[src/rtl/xfer_activator.sv]
module xfer_activator #(
  parameter int NSRC = 4,
  parameter int VW   = 8,
  parameter int AW   = 16
) (
  input  logic            clk,
  input  logic            rst_n,
  input  logic [NSRC-1:0] irq_req,
  input  logic [NSRC-1:0] irq_ie,
  input  logic            en_we,
  input  logic [NSRC-1:0] en_wdata,
  output logic [NSRC-1:0] en_q,
  input  logic            sw_we,
  input  logic            sw_wdata_trig,
  input  logic [VW-1:0]   sw_wdata_vec,
  output logic            sw_trig_q,
  output logic [VW-1:0]   sw_vec_q,
  input  logic [AW-1:0]   vec_base,
  output logic            vt_req,
  output logic [AW-1:0]   vt_addr,
  input  logic            vt_ack,
  input  logic [AW-1:0]   vt_data,
  output logic            eng_start,
  output logic [AW-1:0]   eng_desc,
  output logic            done_ready,
  input  logic            done_valid,
  input  logic            done_int_sel,
  input  logic            done_cnt_zero,
  output logic            cpu_irq,
  output logic [VW-1:0]   cpu_irq_vec
);
  localparam int SW = (NSRC > 1) ? $clog2(NSRC) : 1;

  typedef enum logic [1:0] {S_IDLE, S_VREQ, S_START, S_WAIT} st_t;

  st_t             state;
  logic [NSRC-1:0] hw_pend;
  logic [SW-1:0]   pick;
  logic [SW-1:0]   cur_src;
  logic [VW-1:0]   cur_vec;
  logic            cur_sw;
  logic            sw_armed;
  logic            done_hs;
  logic            raise;

  assign hw_pend    = en_q & irq_ie & irq_req;
  assign vt_req     = (state == S_VREQ);
  assign vt_addr    = vec_base + AW'({cur_vec, 1'b0});
  assign eng_start  = (state == S_START);
  assign done_ready = (state == S_WAIT);
  assign done_hs    = done_ready & done_valid;
  assign raise      = done_int_sel | done_cnt_zero;

  always_comb begin
    pick = '0;
    for (int i = NSRC - 1; i >= 0; i--)
      if (hw_pend[i]) pick = SW'(i);
  end

  always_ff @(posedge clk) begin
    if (!rst_n) begin
      state       <= S_IDLE;
      en_q        <= '0;
      sw_trig_q   <= 1'b0;
      sw_vec_q    <= '0;
      sw_armed    <= 1'b0;
      cur_src     <= '0;
      cur_vec     <= '0;
      cur_sw      <= 1'b0;
      eng_desc    <= '0;
      cpu_irq     <= 1'b0;
      cpu_irq_vec <= '0;
    end else begin
      cpu_irq <= 1'b0;
      case (state)
        S_IDLE:
          if (|hw_pend) begin
            cur_sw  <= 1'b0;
            cur_src <= pick;
            cur_vec <= VW'(pick);
            state   <= S_VREQ;
          end else if (sw_armed) begin
            cur_sw   <= 1'b1;
            cur_vec  <= sw_vec_q;
            sw_armed <= 1'b0;
            state    <= S_VREQ;
          end
        S_VREQ:
          if (vt_ack) begin
            eng_desc <= vt_data;
            state    <= S_START;
          end
        S_START: state <= S_WAIT;
        default:
          if (done_valid) begin
            cpu_irq     <= raise;
            cpu_irq_vec <= cur_vec;
            state       <= S_IDLE;
          end
      endcase

      if (en_we) en_q <= en_wdata;
      if (sw_we) begin
        sw_trig_q <= sw_wdata_trig;
        sw_vec_q  <= sw_wdata_vec;
        sw_armed  <= sw_wdata_trig;
      end

      if (done_hs && !cur_sw && raise) en_q[cur_src] <= 1'b0;
      if (done_hs && cur_sw && !raise) sw_trig_q <= 1'b0;
    end
  end

  p_gate_r2: assert property (@(posedge clk) disable iff (!rst_n)
    (state == S_VREQ && $past(state) == S_IDLE && !cur_sw)
      |-> ((($past(hw_pend) >> cur_src) & NSRC'(1)) != '0));

  p_prio_hw_r3: assert property (@(posedge clk) disable iff (!rst_n)
    (state == S_VREQ && $past(state) == S_IDLE && !cur_sw)
      |-> (($past(hw_pend) & ((NSRC'(1) << cur_src) - NSRC'(1))) == '0));

  p_prio_sw_r3: assert property (@(posedge clk) disable iff (!rst_n)
    (state == S_VREQ && $past(state) == S_IDLE && cur_sw)
      |-> ($past(hw_pend) == '0));

  p_start_r5: assert property (@(posedge clk) disable iff (!rst_n)
    eng_start |-> $past(vt_req && vt_ack));

  p_start_pulse_r5: assert property (@(posedge clk) disable iff (!rst_n)
    eng_start |=> !eng_start);

  p_hw_clear_r6: assert property (@(posedge clk) disable iff (!rst_n)
    (cpu_irq && !cur_sw) |-> !en_q[cur_src]);

  p_irq_pulse_r6: assert property (@(posedge clk) disable iff (!rst_n)
    cpu_irq |=> !cpu_irq);

  p_sw_hold_r10: assert property (@(posedge clk) disable iff (!rst_n)
    (cpu_irq && cur_sw && !$past(sw_we)) |-> sw_trig_q);

  p_irq_src_r11: assert property (@(posedge clk) disable iff (!rst_n)
    cpu_irq |-> $past(done_ready && done_valid));
endmodule

[config.mk]
export PLATFORM = sky130hd
export DESIGN_NAME = xfer_activator
export DESIGN_NICKNAME = d
export VERILOG_FILES = /design/src/rtl/xfer_activator.sv
export SDC_FILE = /design/constraint.sdc
export NUM_CORES = 1
export LEC_CHECK = 0
export BUFFER_PORTS_ARGS = -buffer_cell sky130_fd_sc_hd__buf_2
export CORE_MARGIN = 2
export CORE_UTILIZATION = 25
export DETAILED_ROUTE_END_ITERATION = 16
export PLACE_DENSITY = 0.51
export SYNTH_ARGS = -nofsm -noshare
export SYNTH_HDL_FRONTEND = slang
export SYNTH_SLANG_ARGS = --single-unit
[constraint.sdc]
create_clock -name clk -period 2.4 [get_ports clk]
set_clock_uncertainty 0.15 [all_clocks]
set_input_delay 0.36 -clock clk [delete_from_list [all_inputs] [get_ports clk]]
set_output_delay 0.36 -clock clk [all_outputs]
set_load 0.01 [all_outputs]
# Yosys cells after proc, flatten, opt, wreduce, memory -nomap -nowiden
# Index checks and enable logic that the tools add are counted.
# op_classes
n_addsub	1
order_cmp	2
eq_ne	6
muxes	21
n_bitwise	9
n_reduce_logical	21
# op_table
operator	n
$add A16 B9 Y16	1
$mux W2	8
$mux W8	2
$and A4 B4 Y4	3
$mux W4	3
$reduce_and A2 Y1	5
$mux W1	6
$pmux W2 S3	1
$logic_and A1 B1 Y1	5
$reduce_or A5 Y1	1
$eq A2 B2 Y1 const B	2
$not A4 Y4	1
$reduce_bool A2 Y1	2
$reduce_bool A4 Y1	1
$reduce_or A4 Y1	1
$lt A2 B3 Y1 const B	1
$ne A3 B3 Y1 const B	1
$not A1 Y1	3
$reduce_and A3 Y1	1
$reduce_or A3 Y1	1
$demux W1 S2	1
$eq A2 B1 Y1 const B	1
$ge A2 B1 Y1 const B	1
$logic_not A1 Y1	2
6 further kinds	6
# totals
register_bits	52
input_bits	61
elab_cells	71

# Logic depth before layout (Yosys ltp)
# depth
depth_word	7
depth_mapped	8

# Worst setup path before layout
# OpenSTA, ideal clock, no wires.
# synth_path
path_type	in2out
startpoint	in vec_base[1]
endpoint	out vt_addr[13]
t_arrival_ns	1.864
t_required_ns	1.890
path_slack_ns	0.026
path_stages	7
path_buffers	0
path_cell_list	ha_1 > fa_1 > a21oi_1 > o21ai_1 > a211oi_2 > nor3_1 > xor2_1
# synth_via
elab_chain_cells	1
# synth_lines
element	line	rtl
start, declared	18	input logic [AW-1:0] vec_base,
$add A16 B9 Y16	48	assign vt_addr = vec_base + AW'({cur_vec, 1'b0});
end, declared	20	output logic [AW-1:0] vt_addr,
# Every way passes these cells.

# Worst setup path in the final report
# layout_path
startpoint	reg cur_vec[0]
endpoint	out vt_addr[11]
# layout_via
elab_chain_cells	1
# layout_lines
element	line	rtl
start, declared	40	logic [VW-1:0] cur_vec;
start signal, assigned	80	cur_vec <= VW'(pick);
start signal, assigned	84	cur_vec <= sw_vec_q;
$add A16 B9 Y16	48	
# Every way passes these cells.

==> summary.txt <==
Logic synthesis
  – Syn Area/Cell: 8.50 sq um
  – Sequential cell area fraction in the yosys report: 0.403
  – Post-synthesis register bit count: 52
  – Post-synthesis adder-cell area fraction: 0.0659
  – Post-synth EDFFs: 0
  – Cell area after synthesis: 2580 sq um
  – Main combinational cell family by area after synthesis: compound AO/OA/AOI/OAI gates
  – Synth Area in Compound Gates: 0.215
  – Ys async rst share: 0
  – Syn Inst Count: 304
  – Multiplexer share of the synthesized area: 0.0310
  – Most common flop cell mapped by yosys: dfxtp_1
  – Synth Net Count: 378
  – Synth cell types: 40
  – Simple-gate portion of the synthesized area: 0.209
  – XOR/XNOR Fraction of Synth Area: 0.0441
  – Synthesis Warnings: 0

Clocking
  – Clock latency on the worst-skew pair: 310 ps
  – CTS tree: built
  – CTS sink cnt: 52
  – Longest Clk Path Bufs: 2
  – Root buffer cell: clkbuf_8
  – Total CTS buffers: 5
  – Clock slew at reported path FFs: 90 ps
  – H-tree lvl count: 2

Routing
  – Initial DRT Pass Iterations: 4
  – Routed vias: 2497
  – DRC Markers: 0
  – WL per Instance: 12.5 microns
  – Vias per cell: 4.44
  – DR iter-0 viols: 71
  – Post-Route WL: 7020 microns
  – DRT antenna net count: 0

Global routing
  – Wire length of the first global-routing pass: 11600 microns
  – Tot GR Track Use: 0.125
  – Initial antenna violation count: 0
  – GR Overflow Total: 0
  – Vias in the first global route: 2366
  – Largest net degree at the start of global routing: 35

Setup path
  – CP Data Arrival Time: 2110 ps
  – CP Class: flop to primary output
  – Worst setup EP type: primary output
  – Worst setup SP type: flop
  – Worst-case reg-to-reg path depth: 5
  – Critical Path End: vt_addr[11]
  – Worst reg2reg setup slack: 670 ps
  – FF-to-FF End: cur_vec[0]$_SDFFE_PN0P_
  – CP required: 1890 ps
  – Worst-path maximum fanout: 3
  – Worst r2r src: state[0]$_SDFFE_PN0P_
  – Setup crit start: cur_vec[0]$_SDFFE_PN0P_

Finish
  – Finished Cell Area: 3610 sq um
  – Area occupied by multi-input gates: 1590 sq um
  – Layout area overhead: 39.9%
  – Proportion of layout cells with a drive suffix above 1: 0.386
  – Post-route insts no fill: 563
  – Register Area: 1050 sq um
  – ANT cells: 0
  – Fillers: 1137
  – Nets: 500

STA
  – Final WS setup: -223 ps
  – Least-Margin Pin Slew: 587 ps
  – Final hold vios: 0
  – Fin. max-slew vios: 0
  – Hold Slack: 136 ps
  – Tcrit/Tclk final: 1.09
  – Final worst path period need: 2620 ps
  – Max Fclk: 381 MHz
  – Final setup fails: 8
  – RSZ-0062 raised after global routing: yes
  – Slew headroom: 0.609

Run status
  – Failing checks: negative setup slack
  – Status: complete, but fails checks

Power
  – VDD IR max: 0.000228 V
  – Leakage: 1.64 nW
  – Total power draw: 0.00214 W
  – Pwr per Cell Area: 592 nW/um^2

Floorplanning
  – Die area: 11200 sq um
  – Initial core utilization: 0.254
  – Die Width: 106 microns
  – Core ar.: 10200 sq um
  – IO Count: 118
  – Die Height: 106 microns
  – Placement Rows: 37

Min path
  – WHS Path Cells: 3
  – Hold Path Class: input port to flop

Placed design
  – Placed instance count: 548
  – Routability cong.: 0.780
  – Setup WS pre-CTS: -262 ps
  – DPL Wire Length: 5400 microns
  – Placement Cell Area: 3330 sq um
  – IO Port Bufs: 115

Flow run
  – Max_cap viols: 0
timing repair:
action                     4_1_cts  5_1_grt
setup endpoints to repair        9        9
hold buffers                     0        0
pin swaps                       17        8
hold endpoints to repair         0        0
resized for setup               24        4
setup buffers                    7        2
synthesized netlist by cell type, drive strengths merged, types with 4 or more instances:
cell	count	share of area
mux2i	8	0.031
ha	12	0.058
nor2b	9	0.022
buf	4	0.0087
nand2b	5	0.012
o22ai	6	0.015
inv	7	0.010
xnor2	5	0.017
nor2	8	0.012
nand3	8	0.015
o21ai	9	0.017
xor2	8	0.027
dfxtp	52	0.40
nand2	76	0.11
a21oi	10	0.021
a31oi	5	0.012
nor3	5	0.0097
clkbuf	9	0.013
o211ai	5	0.015
a21boi	26	0.076
metrics by stage:
| stage | utilization | TNS, ps |
|---|---|---|
| 2_1_floorplan | - | 0 |
| 4_1_cts | 0.352 | -1200 |
| 3_5_place_dp | 0.327 | -1160 |
| 6_report | 0.355 | -1110 |
| 5_1_grt | 0.355 | -1970 |
| 3_3_place_gp | 0.327 | -967 |
layout by cell type (no fill, tap or decap), types with 6 or more instances in the layout:
cell | synthesis | final
o21ai_0 | 7 | 7
nand2_1 | 75 | 75
nor2b_1 | 9 | 9
a21oi_1 | 9 | 6
ha_1 | 12 | 6
mux2i_1 | 8 | 8
dfxtp_1 | 52 | 47
nor2_1 | 8 | 8
o22ai_1 | 6 | 6
buf_4 | 1 | 12
buf_2 | 3 | 115
nand3_1 | 8 | 6
a21boi_1 | 7 | 7
a21boi_0 | 19 | 19
inv_1 | 7 | 7
xor2_1 | 8 | 8
routing by layer:
layer,GRT usage,share of wire
met2,0.201,0.46
met4,0.0263,0.0060
met3,0.0284,0.056
met1,0.171,0.48
met5,0,0
where the power goes:
group	switching (W)	internal, W	total, W	leakage, nW
Combinational	0.000361	0.000276	0.000636	1.16
Clock	0.000306	0.000204	0.000511	0.0479
Sequential	0.0000556	0.000936	0.000992	0.427
Total	0.000722	0.00142	0.00214	1.64
registers in the layout, summed over array words and instances, names as in the netlist:
register,flops
sw_armed,1
sw_vec_q,8
cur_vec,8
state,2
sw_trig_q,1
cur_sw,1
cpu_irq,1
eng_desc,16
cpu_irq_vec,8
en_q,4
cur_src,2
layout make-up:
class | count | share of cell area
clock inverters | 3 | 0.00519
well taps | 136 | 0.0471
repair buffers | 128 | 0.190
clock buffers | 5 | 0.0190
flip-flops and latches | 52 | 0.292
inverters | 7 | 0.00727
multi-input cells | 232 | 0.440
critical path, stage by stage, from the launching register on:
cell,delay [ps]
dfxtp_2,350
ha_4,160
fa_2,340
a21oi_2,170
o21ai_2,100
a211oi_4,280
nor2_1,100
xor2_1,150
buf_2,150
worst min path at each step:
stage	start	end	slack (ps)
after floorplan	cur_vec[0]$_SDFFE_PN0P_	cur_vec[0]$_SDFFE_PN0P_	300
after global placement	eng_desc[12]$_SDFFE_PN0P_	eng_desc[12]$_SDFFE_PN0P_	290
after detailed placement	eng_desc[7]$_SDFFE_PN0P_	eng_desc[7]$_SDFFE_PN0P_	300
after CTS	vt_data[9]	eng_desc[9]$_SDFFE_PN0P_	120
after global routing	vt_data[6]	eng_desc[6]$_SDFFE_PN0P_	130
final	vt_data[12]	eng_desc[12]$_SDFFE_PN0P_	140
kinds of logic (layout without fill, tap and decap cells):
kind of cell,after synthesis,after routing
and+or+nand+nor,122,122
AOI/OAI and AO/OA,76,76
DFF,52,52
buffers and inverters,20,143
adders and majority gates,13,13
xor gates and xnor gates,13,13
muxes,8,8
(Power assumes the default switching activity.)
